===== src/rtl/status_gate_pkg.sv =====
package status_gate_pkg;
  parameter int unsigned LVL_W  = 2;
  parameter int unsigned BANK_W = 2;

  localparam logic [LVL_W-1:0] LVL_LOWEST = {LVL_W{1'b1}};

  typedef struct packed {
    logic              ie;
    logic [BANK_W-1:0] bank;
    logic [LVL_W-1:0]  lvl;
  } stat_t;
endpackage


===== src/rtl/status_gate_cmp.sv =====
module status_gate_cmp
  import status_gate_pkg::*;
(
  input  logic             clk_i,
  input  logic             rst_ni,
  input  logic             ie_i,
  input  logic [LVL_W-1:0] lvl_i,
  input  logic             pend_i,
  input  logic             mask_i,
  input  logic [LVL_W-1:0] prio_i,
  output logic             accept_o
);
  // 0 is most urgent: equal-or-more-urgent requests pass
  logic prio_ok;
  assign prio_ok  = (prio_i <= lvl_i);
  assign accept_o = ie_i & pend_i & ~mask_i & prio_ok;

  p_disabled_blocks_r2: assert property (@(posedge clk_i) disable iff (!rst_ni)
    !ie_i |-> !accept_o);
  p_masked_blocks_r3: assert property (@(posedge clk_i) disable iff (!rst_ni)
    mask_i |-> !accept_o);
  p_no_less_urgent_r4: assert property (@(posedge clk_i) disable iff (!rst_ni)
    accept_o |-> (prio_i <= lvl_i));
  p_idle_quiet_r10: assert property (@(posedge clk_i) disable iff (!rst_ni)
    !pend_i |-> !accept_o);
endmodule


===== src/rtl/status_gate_reg.sv =====
module status_gate_reg
  import status_gate_pkg::*;
(
  input  logic              clk_i,
  input  logic              rst_ni,
  input  logic              ei_i,
  input  logic              di_i,
  input  logic              bank_we_i,
  input  logic [BANK_W-1:0] bank_num_i,
  input  logic              take_i,
  input  logic [LVL_W-1:0]  take_lvl_i,
  input  logic              restore_i,
  input  stat_t             restore_val_i,
  output stat_t             stat_o
);
  stat_t q, d;

  always_comb begin
    d = q;
    if (restore_i) begin
      d = restore_val_i;
    end else begin
      if (take_i) begin
        d.ie  = 1'b0;
        d.lvl = take_lvl_i;
      end else if (di_i) begin
        d.ie = 1'b0;
      end else if (ei_i) begin
        d.ie = 1'b1;
      end
      if (bank_we_i) d.bank = bank_num_i;
    end
  end

  always_ff @(posedge clk_i or negedge rst_ni) begin
    if (!rst_ni) begin
      q.ie   <= 1'b0;
      q.bank <= '0;
      q.lvl  <= LVL_LOWEST;
    end else begin
      q <= d;
    end
  end

  assign stat_o = q;

  p_restore_loads_r9: assert property (@(posedge clk_i) disable iff (!rst_ni)
    restore_i |=> (q == $past(restore_val_i)));
  p_take_clears_r6: assert property (@(posedge clk_i) disable iff (!rst_ni)
    (take_i && !restore_i) |=> (!q.ie && q.lvl == $past(take_lvl_i)));
  p_ei_sets_r5: assert property (@(posedge clk_i) disable iff (!rst_ni)
    (ei_i && !di_i && !take_i && !restore_i) |=> q.ie);
  p_di_clears_r5: assert property (@(posedge clk_i) disable iff (!rst_ni)
    (di_i && !restore_i) |=> !q.ie);
  p_lvl_hold_r7: assert property (@(posedge clk_i) disable iff (!rst_ni)
    (!take_i && !restore_i) |=> $stable(q.lvl));
  p_bank_load_r8: assert property (@(posedge clk_i) disable iff (!rst_ni)
    (bank_we_i && !restore_i) |=> (q.bank == $past(bank_num_i)));
  p_bank_hold_r8: assert property (@(posedge clk_i) disable iff (!rst_ni)
    (!bank_we_i && !restore_i) |=> $stable(q.bank));
endmodule


===== src/rtl/status_gate.sv =====
module status_gate
  import status_gate_pkg::*;
(
  input  logic              clk_i,
  input  logic              rst_ni,
  input  logic              ei_i,
  input  logic              di_i,
  input  logic              bank_we_i,
  input  logic [BANK_W-1:0] bank_num_i,
  input  logic              ack_i,
  input  logic              irq_pend_i,
  input  logic              irq_mask_i,
  input  logic [LVL_W-1:0]  irq_prio_i,
  input  logic              restore_i,
  input  logic              restore_ie_i,
  input  logic [BANK_W-1:0] restore_bank_i,
  input  logic [LVL_W-1:0]  restore_lvl_i,
  output logic              accept_o,
  output logic              ie_o,
  output logic [BANK_W-1:0] bank_o,
  output logic [LVL_W-1:0]  lvl_o
);
  stat_t stat, rval;
  logic  accept;

  assign rval.ie   = restore_ie_i;
  assign rval.bank = restore_bank_i;
  assign rval.lvl  = restore_lvl_i;

  status_gate_cmp u_cmp (
    .clk_i    (clk_i),
    .rst_ni   (rst_ni),
    .ie_i     (stat.ie),
    .lvl_i    (stat.lvl),
    .pend_i   (irq_pend_i),
    .mask_i   (irq_mask_i),
    .prio_i   (irq_prio_i),
    .accept_o (accept)
  );

  status_gate_reg u_reg (
    .clk_i         (clk_i),
    .rst_ni        (rst_ni),
    .ei_i          (ei_i),
    .di_i          (di_i),
    .bank_we_i     (bank_we_i),
    .bank_num_i    (bank_num_i),
    .take_i        (ack_i & accept),
    .take_lvl_i    (irq_prio_i),
    .restore_i     (restore_i),
    .restore_val_i (rval),
    .stat_o        (stat)
  );

  assign accept_o = accept;
  assign ie_o     = stat.ie;
  assign bank_o   = stat.bank;
  assign lvl_o    = stat.lvl;

  p_ack_ignored_r7: assert property (@(posedge clk_i) disable iff (!rst_ni)
    (ack_i && !accept_o && !restore_i && !di_i && !ei_i) |=> ($stable(ie_o) && $stable(lvl_o)));
endmodule


===== config.mk =====
export PLATFORM = sky130hd
export DESIGN_NAME = status_gate
export DESIGN_NICKNAME = d
export VERILOG_FILES = /design/src/rtl/status_gate_pkg.sv /design/src/rtl/status_gate_cmp.sv /design/src/rtl/status_gate_reg.sv /design/src/rtl/status_gate.sv
export SDC_FILE = /design/constraint.sdc
export NUM_CORES = 1
export LEC_CHECK = 0
export BUFFER_PORTS_ARGS = -buffer_cell sky130_fd_sc_hd__clkbuf_2
export CORE_AREA = 4 4 41 43
export DETAILED_ROUTE_END_ITERATION = 7
export DIE_AREA = 0 0 45 47
export MAX_ROUTING_LAYER = met4
export PLACE_DENSITY = 0.58
export SYNTH_ARGS = -nofsm -noshare
export SYNTH_HDL_FRONTEND = slang
export SYNTH_SLANG_ARGS = --single-unit

===== constraint.sdc =====
create_clock -name clk_i -period 4.6 [get_ports clk_i]
set_clock_uncertainty 0.1 [all_clocks]
set_input_delay 0.23 -clock clk_i [delete_from_list [all_inputs] [get_ports clk_i]]
set_output_delay 0.23 -clock clk_i [all_outputs]
set_load 0.1 [all_outputs]

After elaboration in Yosys (flattened, before gate mapping)
Cells that the tools add are included.
{"block": "word_totals", "register_bits": 5, "in_bits": 18, "output_inout_bits": 6, "wordCells": 18}
{"block": "op_classes", "magnitude_cmp": 1, "muxes": 6, "bitwise": 5, "reduce_logical": 3}
{"operator": "5-bit 2-to-1 mux", "count": 1}
{"operator": "1-bit bitwise AND", "count": 4}
{"operator": "2-bit 2-to-1 mux", "count": 2}
{"operator": "2-bit nonzero test", "count": 2}
{"operator": "4-bit nonzero test", "count": 1}
{"operator": "1-bit 2-to-1 mux", "count": 3}
{"operator": "2-bit less-or-equal comparator", "count": 1}
{"operator": "1-bit NOT", "count": 1}

Logic depth before layout (Yosys ltp)
Gate-level depths: netlist (run 1).
{"block": "logic_depth", "depth_word": 6, "depth_mapped": 6, "mapped_depth_nobuf": 6}

Cells and area by module
A second synthesis (run 1) with hierarchy kept.
{"block": "hier_totals", "cells_unflattened": 30, "area_unflattened_um2": 305.3}
{"mod": "status_gate_reg", "n_inst": 1, "cells_per_inst": 21, "area_per_inst_um2": 237.7, "seq_area_each_um2": 127.6}
{"mod": "status_gate_cmp", "n_inst": 1, "cells_per_inst": 8, "area_per_inst_um2": 61.3, "seq_area_each_um2": 0.0}
{"mod": "status_gate", "n_inst": 1, "cells_per_inst": 1, "area_per_inst_um2": 6.3, "seq_area_each_um2": 0.0}

Worst setup path before layout (run 1)
OpenSTA, ideal clock, no wires.
{"block": "synth_path", "path_kind": "register to output", "from": "reg u_reg.q (netlist bit u_reg.stat_o[1])", "to": "out accept_o", "arrival_ps": 2314, "t_required_ps": 4270, "setup_slack_ps": 1956, "stages_incl_launch_ff": 6, "path_buffers": 0, "cell_sequence": "dfstp_2 -> inv_1 -> ha_1 -> nor2b_4 -> o21ai_0 -> and2_1"}
{"block": "synth_via", "elab_chain_len": 2}
{"item": "start, declared", "line": "status_gate_reg.sv:16", "source": "stat_t q, d;"}
{"item": "2-bit less-or-equal comparator", "line": "status_gate_cmp.sv:15", "source": "assign prio_ok = (prio_i <= lvl_i);"}
{"item": "1-bit bitwise AND", "line": "status_gate_cmp.sv:16", "source": "assign accept_o = ie_i & pend_i & ~mask_i & prio_ok;"}
{"item": "end, declared", "line": "status_gate.sv:18", "source": "output logic accept_o,"}
No other way between the ends.

Worst setup path after layout (run 1)
Same ends and word-level chain as after synthesis.

==> results.json, run 1 <==
{
  "grt.total_usage_pct": 8.956,
  "worstPathMaxFanout": 2,
  "rsz0062_at_grt": "no",
  "clock_sinks": 5,
  "syn_to_final_growth_pct": 51.95,
  "wl_um": 811,
  "vias_per_cell": 4.408,
  "die_h_um": 47,
  "ys_ff_latch": 5,
  "nFillCells": 142,
  "setup_tns_ns": 0,
  "wl_per_cell_um": 10.67,
  "min_period_ns": 2.369,
  "final_max_slew_viol_count": 0,
  "die_area_mm2": 0.002115,
  "drtIter0Drc": 4,
  "synthCells": 34,
  "post-place-ws_ns": 2.491,
  "timing.final.ws_setup_ns": 2.231,
  "cts_made_buffers": 3,
  "path_cells": "inv_1 > ha_1 > nor2b_4 > o21ai_0 > and2_1 > clkbuf_2",
  "path_class": "flop to output pin",
  "ys_seq_area_share_pct": 39.84,
  "postCtsHoldBufs": 1,
  "hold_path.class": "primary input to flop",
  "critPathTopFamily": "flip-flops",
  "grt_pass1_wl_um": 1290,
  "worstMarginPinSlew_ns": 0.5413,
  "grt_pass1_vias": 322,
  "drv_cap": 0,
  "ctsRootBufferMaster": "clkbuf_4",
  "slowest_stage": "dfstp_2",
  "postCtsSetupRepairBufs": 0,
  "mostFrequentLayoutCell": "clkbuf_2",
  "diodes": 0,
  "clkTransAtPathRegs_ns": 0.04,
  "clockBufferDepth": 2,
  "gr-total-overflow": 0,
  "finalSetupViolCount": 0,
  "outcome": "completed",
  "synthesis.area_um2": 320.3,
  "initial_core_util_pct": 24.62,
  "final_cell_mix": "23 x clkbuf_2, 6 x nand2_1, 4 x o21ai_0",
  "peakVddDrop_mv": 0.1408,
  "hold_viol": 0,
  "core_area_mm2": 0.001301,
  "io_pins": 24,
  "drc_errors": 0,
  "cts_tree": "yes",
  "drtAntennaViolNets": 0,
  "die_w_um": 45,
  "slowest_delay_ns": 0.52,
  "cp_data_required_time_ns": 4.27,
  "p_per_area_mw_per_mm2": 343.5,
  "yosysWarnings": 0,
  "grt_max_degree": 13,
  "drive_gt1_share_pct": 47.54,
  "ctsResizeCount": 0,
  "fin_nets": 82,
  "synth_cell_types": 19,
  "relSlewSlack_pct": 64.07,
  "grt_antenna_before_repair": 0,
  "portBuffers": 23,
  "syn_area_per_cell_um2": 9.421,
  "drt_pass1_iterations": 4,
  "insertion_delay_ns": 0.24,
  "syn-num-nets": 54,
  "rrSetupSlack_ns": 2.66,
  "placementRows": 13,
  "cp-end-kind": "output pin",
  "largest_reg_flops": 5,
  "cp.arrival_ns": 2.04,
  "dp_hpwl_um": 704,
  "fmaxAchievable_ghz": 0.4221,
  "gp_congestion": 0.7905,
  "cp.buffers_inverters": 2,
  "vias": 335,
  "fin_crit_sh_pct": 51.50,
  "leakage_nw": 0.2618,
  "start_kind": "flop",
  "cts_max_level": 1
}
[cell usage after synthesis]
cell      count  area [µm²]
nand2b_1      1       6.260
dfrtp_1       3       75.07
o311ai_1      1       8.760
nor2b_4       1       13.76
and2_1        1       6.260
o21ai_0       4       20.02
dfstp_2       2       52.55
inv_1         2       7.510
or4b_1        1       10.01
nand2_1       6       22.52
mux2i_1       2       20.02
o41ai_1       1       8.760
ha_1          2       25.02
o21a_1        1       7.510
nor2_1        2       7.510
clkbuf_1      1       3.750
a32oi_1       1       8.760
nor3b_1       1       7.510
and3b_1       1       8.760
[cells by family (layout without fill, tap and decap cells)]
group | count (synthesis) | in the layout | share of synthesized area, %
muxes | 2 | 2 | 6.250
DFF | 5 | 5 | 39.84
adders and majority gates | 2 | 2 | 7.811
buffers and inverters | 3 | 30 | 3.515
AOI/OAI and AO/OA | 8 | 8 | 16.80
and+or+nand+nor | 14 | 14 | 25.78
[per-layer routing]
layer  vias to the layer above  wire (µm)  track usage [%]
met5                         -          0                -
met1                       147        344            9.977
met2                        13        401            12.99
met3                         0         65            5.364
li1                        175          -                -
met4                         0          0            3.509
[final timing paths]
check	start	to	cells after the start
max in group asynchronous	rst_ni	u_reg.stat_o[0]	2
setup / recovery	u_reg.stat_o[1]	accept_o	6
hold / removal	di_i	u_reg.stat_o[4]	2
min in group asynchronous	rst_ni	u_reg.stat_o[2]	2
setup reg to reg	u_reg.stat_o[1]	u_reg.stat_o[1]	6
hold reg to reg	u_reg.stat_o[0]	u_reg.stat_o[0]	2
[where the power goes]
part | switching, W | internal, W | leakage, nW
combinational | 0.0000478 | 0.0000179 | 0.189
sequential | 0.00000264 | 0.0000497 | 0.0574
clock | 0.0000165 | 0.0000327 | 0.0150
total | 0.0000669 | 0.000100 | 0.262
[stage by stage]
step | total power, W | cell area, µm² | std cells | hold slack (ns) | util, %
finish | 0.0001672 | 486.7 | 76 | 0.07313 | 37.40
global route | 0.0001786 | 486.7 | 76 | 0.07441 | 37.40
CTS | 0.0001707 | 486.7 | 76 | 0.06551 | 37.40
detailed placement | 0.0001184 | 450.4 | 71 | -0.04912 | 34.62
global placement | 0.0001184 | 450.4 | 71 | -0.04851 | 34.62
floorplan | 0.0001028 | 320.3 | 34 | -0.1656 | -
[cell type report]
type                            instances  area, µm²  share of cell area (%)
Tap cell                               15      18.77                   3.856
Timing Repair Buffer                   24      125.1                   25.71
Clock buffer                            4      26.28                   5.398
Inverter                                2      7.507                   1.542
Multi-Input combinational cell         26      181.4                   37.28
Sequential cell                         5      127.6                   26.22
No activity file was read; power rests on OpenSTA's default activity.
==> run 2, diff against run 1 <==
Clock period 4.6 ns to 2.2 ns, I/O delays scaled along.
==> results.json, run 2 (synthesis results as in run 1) <==
{
  "io_pins": 24,
  "holdWs_ns": 0.03003,
  "grt_pass1_wl_um": 1449,
  "hold_path.class": "primary input to flop",
  "clkTransAtPathRegs_ns": 0.04,
  "syn_to_final_growth_pct": 76.95,
  "final_cell_mix": "22 x clkbuf_2, 7 x dlygate4sd3_1, 6 x nand2_1",
  "largest_reg_flops": 5,
  "cp_data_required_time_ns": 1.99,
  "wl_per_cell_um": 10.68,
  "drive_gt1_share_pct": 44.78,
  "cts_max_level": 1,
  "grt_antenna_before_repair": 0,
  "grt.total_usage_pct": 10.25,
  "core_area_mm2": 0.001301,
  "die_w_um": 45,
  "clock_sinks": 5,
  "drv_cap": 0,
  "die_area_mm2": 0.002115,
  "rrSetupSlack_ns": 0.17,
  "post-place-ws_ns": 0.1616,
  "placementRows": 13,
  "critPathTopFamily": "flip-flops",
  "nFillCells": 145,
  "postCtsSetupRepairBufs": 0,
  "peakVddDrop_mv": 0.2954,
  "cts_made_buffers": 3,
  "cp-end-kind": "output pin",
  "setup_tns_ns": 0,
  "area.sequential_um2": 131.4,
  "drtIter0Drc": 2,
  "multiInputGateArea_um2": 182.7,
  "drc_errors": 0,
  "start_kind": "flop",
  "drtAntennaViolNets": 0,
  "cp.arrival_ns": 1.93,
  "hold_viol": 0,
  "rsz0062_at_grt": "no",
  "leakage_nw": 0.2919,
  "gr-total-overflow": 0,
  "slowest_delay_ns": 0.60,
  "die_h_um": 47,
  "outcome": "completed",
  "min_period_ns": 2.141,
  "mostFrequentLayoutCell": "clkbuf_2",
  "fin_area_um2": 566.8,
  "initial_core_util_pct": 24.62,
  "postCtsHoldBufs": 7,
  "diodes": 0,
  "path_cells": "inv_1 > ha_1 > nor2b_4 > o21ai_0 > and2_2 > buf_12",
  "vias": 368,
  "timing.final.ws_setup_ns": 0.05949,
  "slowest_stage": "dfstp_4",
  "clockBufferDepth": 2,
  "fmaxAchievable_ghz": 0.4672,
  "p_per_area_mw_per_mm2": 650.4,
  "relSlewSlack_pct": 64.04,
  "drt_pass1_iterations": 2,
  "grt_pass1_vias": 389,
  "finalSetupViolCount": 0,
  "worstPathMaxFanout": 2,
  "path_class": "flop to output pin",
  "cts_tree": "yes",
  "insertion_delay_ns": 0.25,
  "final_max_slew_viol_count": 0,
  "ctsRootBufferMaster": "clkbuf_4",
  "fin_nets": 88,
  "final_core_util_pct": 43.56,
  "place_area_um2": 470.5,
  "vias_per_cell": 4.488,
  "cp.buffers_inverters": 2,
  "gp_congestion": 0.6945,
  "grt_max_degree": 13,
  "fin_crit_sh_pct": 97.30,
  "ctsResizeCount": 0,
  "wl_um": 876,
  "dp_hpwl_um": 682.9,
  "portBuffers": 23,
  "worstMarginPinSlew_ns": 0.5417
}
## run 2: worst min-delay path, stage by stage
cell      delay (ns)
clkbuf_2        0.08
nor2_1          0.08
o41ai_1         0.06
## run 2: report_power, final
part | total, W | switching [W] | internal [W] | leakage, nW
Sequential | 0.000110 | 0.00000514 | 0.000105 | 0.0579
Clock | 0.000109 | 0.0000406 | 0.0000688 | 0.0150
Combinational | 0.000149 | 0.000102 | 0.0000470 | 0.219
Total | 0.000369 | 0.000148 | 0.000221 | 0.292
## run 2: worst paths after layout
| check | from | endpoint | depth (start not counted) |
|---|---|---|---|
| max | u_reg.stat_o[1] | accept_o | 6 |
| min | ei_i | u_reg.stat_o[4] | 3 |
| max reg2reg | u_reg.stat_o[1] | u_reg.stat_o[1] | 6 |
| min reg2reg | u_reg.stat_o[0] | u_reg.stat_o[0] | 2 |
| max in group asynchronous | rst_ni | u_reg.stat_o[0] | 2 |
| min in group asynchronous | rst_ni | u_reg.stat_o[3] | 2 |
## run 2: layout make-up
type / count / area share, %
Multi-Input combinational cell: 26 / 32.23
Clock buffer: 4 / 4.636
Sequential cell: 5 / 23.18
Timing Repair Buffer: 30 / 35.32
Tap cell: 15 / 3.311
Inverter: 2 / 1.325
## run 2: stage by stage
step | total power, W | cells
2_1_floorplan | 0.0002164 | 34
3_3_place_gp | 0.0002505 | 71
3_5_place_dp | 0.0002513 | 71
4_1_cts | 0.0003753 | 82
5_1_grt | 0.0003893 | 82
6_report | 0.0003687 | 82
## run 2: metal layers
metal | track usage [%] | part of all wire, %
met2 | 16.10 | 51
met5 | - | 0
met3 | 6.897 | 8.8
met4 | 3.509 | 0
met1 | 10.14 | 40
==> run 3, diff against run 2 <==
Settings changed: CELL_PAD_IN_SITES_DETAIL_PLACEMENT from default to 2, CELL_PAD_IN_SITES_GLOBAL_PLACEMENT from default to 2, CORE_AREA 4 4 41 43 to default, CORE_MARGIN from default to 4, CORE_UTILIZATION from default to 19, CTS_CLUSTER_DIAMETER from default to 80, DIE_AREA 0 0 45 47 to default, PLACE_DENSITY 0.58 to 0.78.
==> results.json, run 3 (synthesis results as in run 1) <==
{
  "p_sw_w": 0.0001482,
  "io_pins": 24,
  "drt_pass1_iterations": 1,
  "cts_max_level": 1,
  "p_int_w": 0.0002209,
  "path_class": "flop to output pin",
  "vias": 389,
  "worstMarginPinSlew_ns": 0.5459,
  "clockBufferDepth": 2,
  "cp.arrival_ns": 1.87,
  "power_frac_seq_pct": 29.9,
  "insertion_delay_ns": 0.24,
  "cp-end-kind": "output pin",
  "die_h_um": 49.06,
  "final_cell_mix": "22 x clkbuf_2, 7 x dlygate4sd3_1, 6 x nand2_1",
  "ctsRootBufferMaster": "clkbuf_4",
  "p_per_area_mw_per_mm2": 649.7,
  "finalSetupViolCount": 0,
  "min_period_ns": 2.085,
  "switching_share_pct": 40.15,
  "fin_crit_sh_pct": 94.76,
  "gr-total-overflow": 0,
  "holdWs_ns": 0.04758,
  "grt_pass1_wl_um": 1952,
  "start_kind": "flop",
  "mostFrequentLayoutCell": "clkbuf_2",
  "grt_max_degree": 13,
  "syn_to_final_growth_pct": 77.34,
  "final_max_slew_viol_count": 0,
  "die_area_mm2": 0.002407,
  "wl_um": 1121,
  "gp_congestion": 0.6539,
  "worstPathMaxFanout": 2,
  "die_w_um": 49.06,
  "outcome": "completed",
  "finalPower_w": 0.0003691,
  "drtAntennaViolNets": 0,
  "diodes": 0,
  "clock_sinks": 5,
  "portBuffers": 23,
  "leakage_nw": 0.2919,
  "cts_tree": "yes",
  "cp_data_required_time_ns": 1.99,
  "drtIter0Drc": 0,
  "core_area_mm2": 0.001541,
  "setup_tns_ns": 0,
  "power.share.combinational_pct": 41.4,
  "hold_path.class": "primary input to flop",
  "grt.total_usage_pct": 10.47,
  "grt_antenna_before_repair": 0,
  "relSlewSlack_pct": 63.76,
  "peakVddDrop_mv": 0.3698,
  "largest_reg_flops": 5,
  "fmaxAchievable_ghz": 0.4797,
  "drive_gt1_share_pct": 44.78,
  "rsz0062_at_grt": "no",
  "hold_viol": 0,
  "vias_per_cell": 4.687,
  "initial_core_util_pct": 20.78,
  "wl_per_cell_um": 13.51,
  "pwr-share-clk_pct": 28.7,
  "placementRows": 14,
  "grt_pass1_vias": 430,
  "drc_errors": 0,
  "clkTransAtPathRegs_ns": 0.05,
  "cts_made_buffers": 3,
  "drv_cap": 0,
  "fin_nets": 88,
  "dp_hpwl_um": 855.7
}
run 3: changes by cell type in the layout (fill, tap and decap cells not counted):
cell	change
o21ai_0	-1
o21ai_1	+1
run 3: cell type report:
| cell class | count | area [µm²] |
|---|---|---|
| clock buffer | 4 | 26.28 |
| fill | 188 | 973.4 |
| inverter | 2 | 7.507 |
| multi-input combinational | 26 | 182.7 |
| sequential | 5 | 131.4 |
| tap | 16 | 20.02 |
| timing repair buffer | 30 | 200.2 |
run 3: critical path: stages, from the launching register on:
cell and delay (ns):
dfstp_4 0.60, inv_1 0.05, ha_1 0.29, nor2b_4 0.13, o21ai_1 0.18, and2_2 0.21
buf_12 0.17
run 3: through the flow:
step           instances  util (%)  setup slack (ns)  instance area (µm²)
2_1_floorplan         34         -          0.002470                325.3
3_3_place_gp          72     30.60            0.2042                471.7
6_report              83     36.85            0.1153                568.0
3_5_place_dp          72     30.60            0.1544                471.7
4_1_cts               83     36.85          0.008399                568.0
5_1_grt               83     36.85          0.007570                568.0
run 3: routing by layer:
layer | GRT usage [%] | wire (µm)
met2 | 16.31 | 588
met5 | - | 0
met3 | 3.058 | 42
met4 | 4.036 | 20
met1 | 12.57 | 470
run 3: timing repair:
action | 4_1_cts | 5_1_grt
setup buffers | 0 | 0
gates resized for setup | 0 | 1
endpoints found under the hold margin | 10 | 0
endpoints found under the setup margin | 0 | 1
hold buffers | 7 | 0
run 3: power by group through the flow:
stage	clock network [W]	registers, W	logic, W
finish	0.000106	0.000110	0.000153
global route	0.000122	0.000112	0.000163
CTS	0.000111	0.000111	0.000153
detailed placement	0	0.000112	0.000143
global placement	0	0.000111	0.000141
floorplan	0	0.000176	0.0000404
run 3: worst paths after layout:
check | start | endpoint | depth (start not counted) | slack (ns)
worst max-delay path | u_reg.stat_o[1] | accept_o | 6 | 0.12
worst min-delay path | ei_i | u_reg.stat_o[4] | 3 | 0.05
worst max register to register | u_reg.stat_o[1] | u_reg.stat_o[1] | 6 | 0.17
worst min register to register | u_reg.stat_o[0] | u_reg.stat_o[0] | 2 | 0.41
max in group asynchronous | rst_ni | u_reg.stat_o[0] | 2 | 1.63
min in group asynchronous | rst_ni | u_reg.stat_o[3] | 2 | 0.15
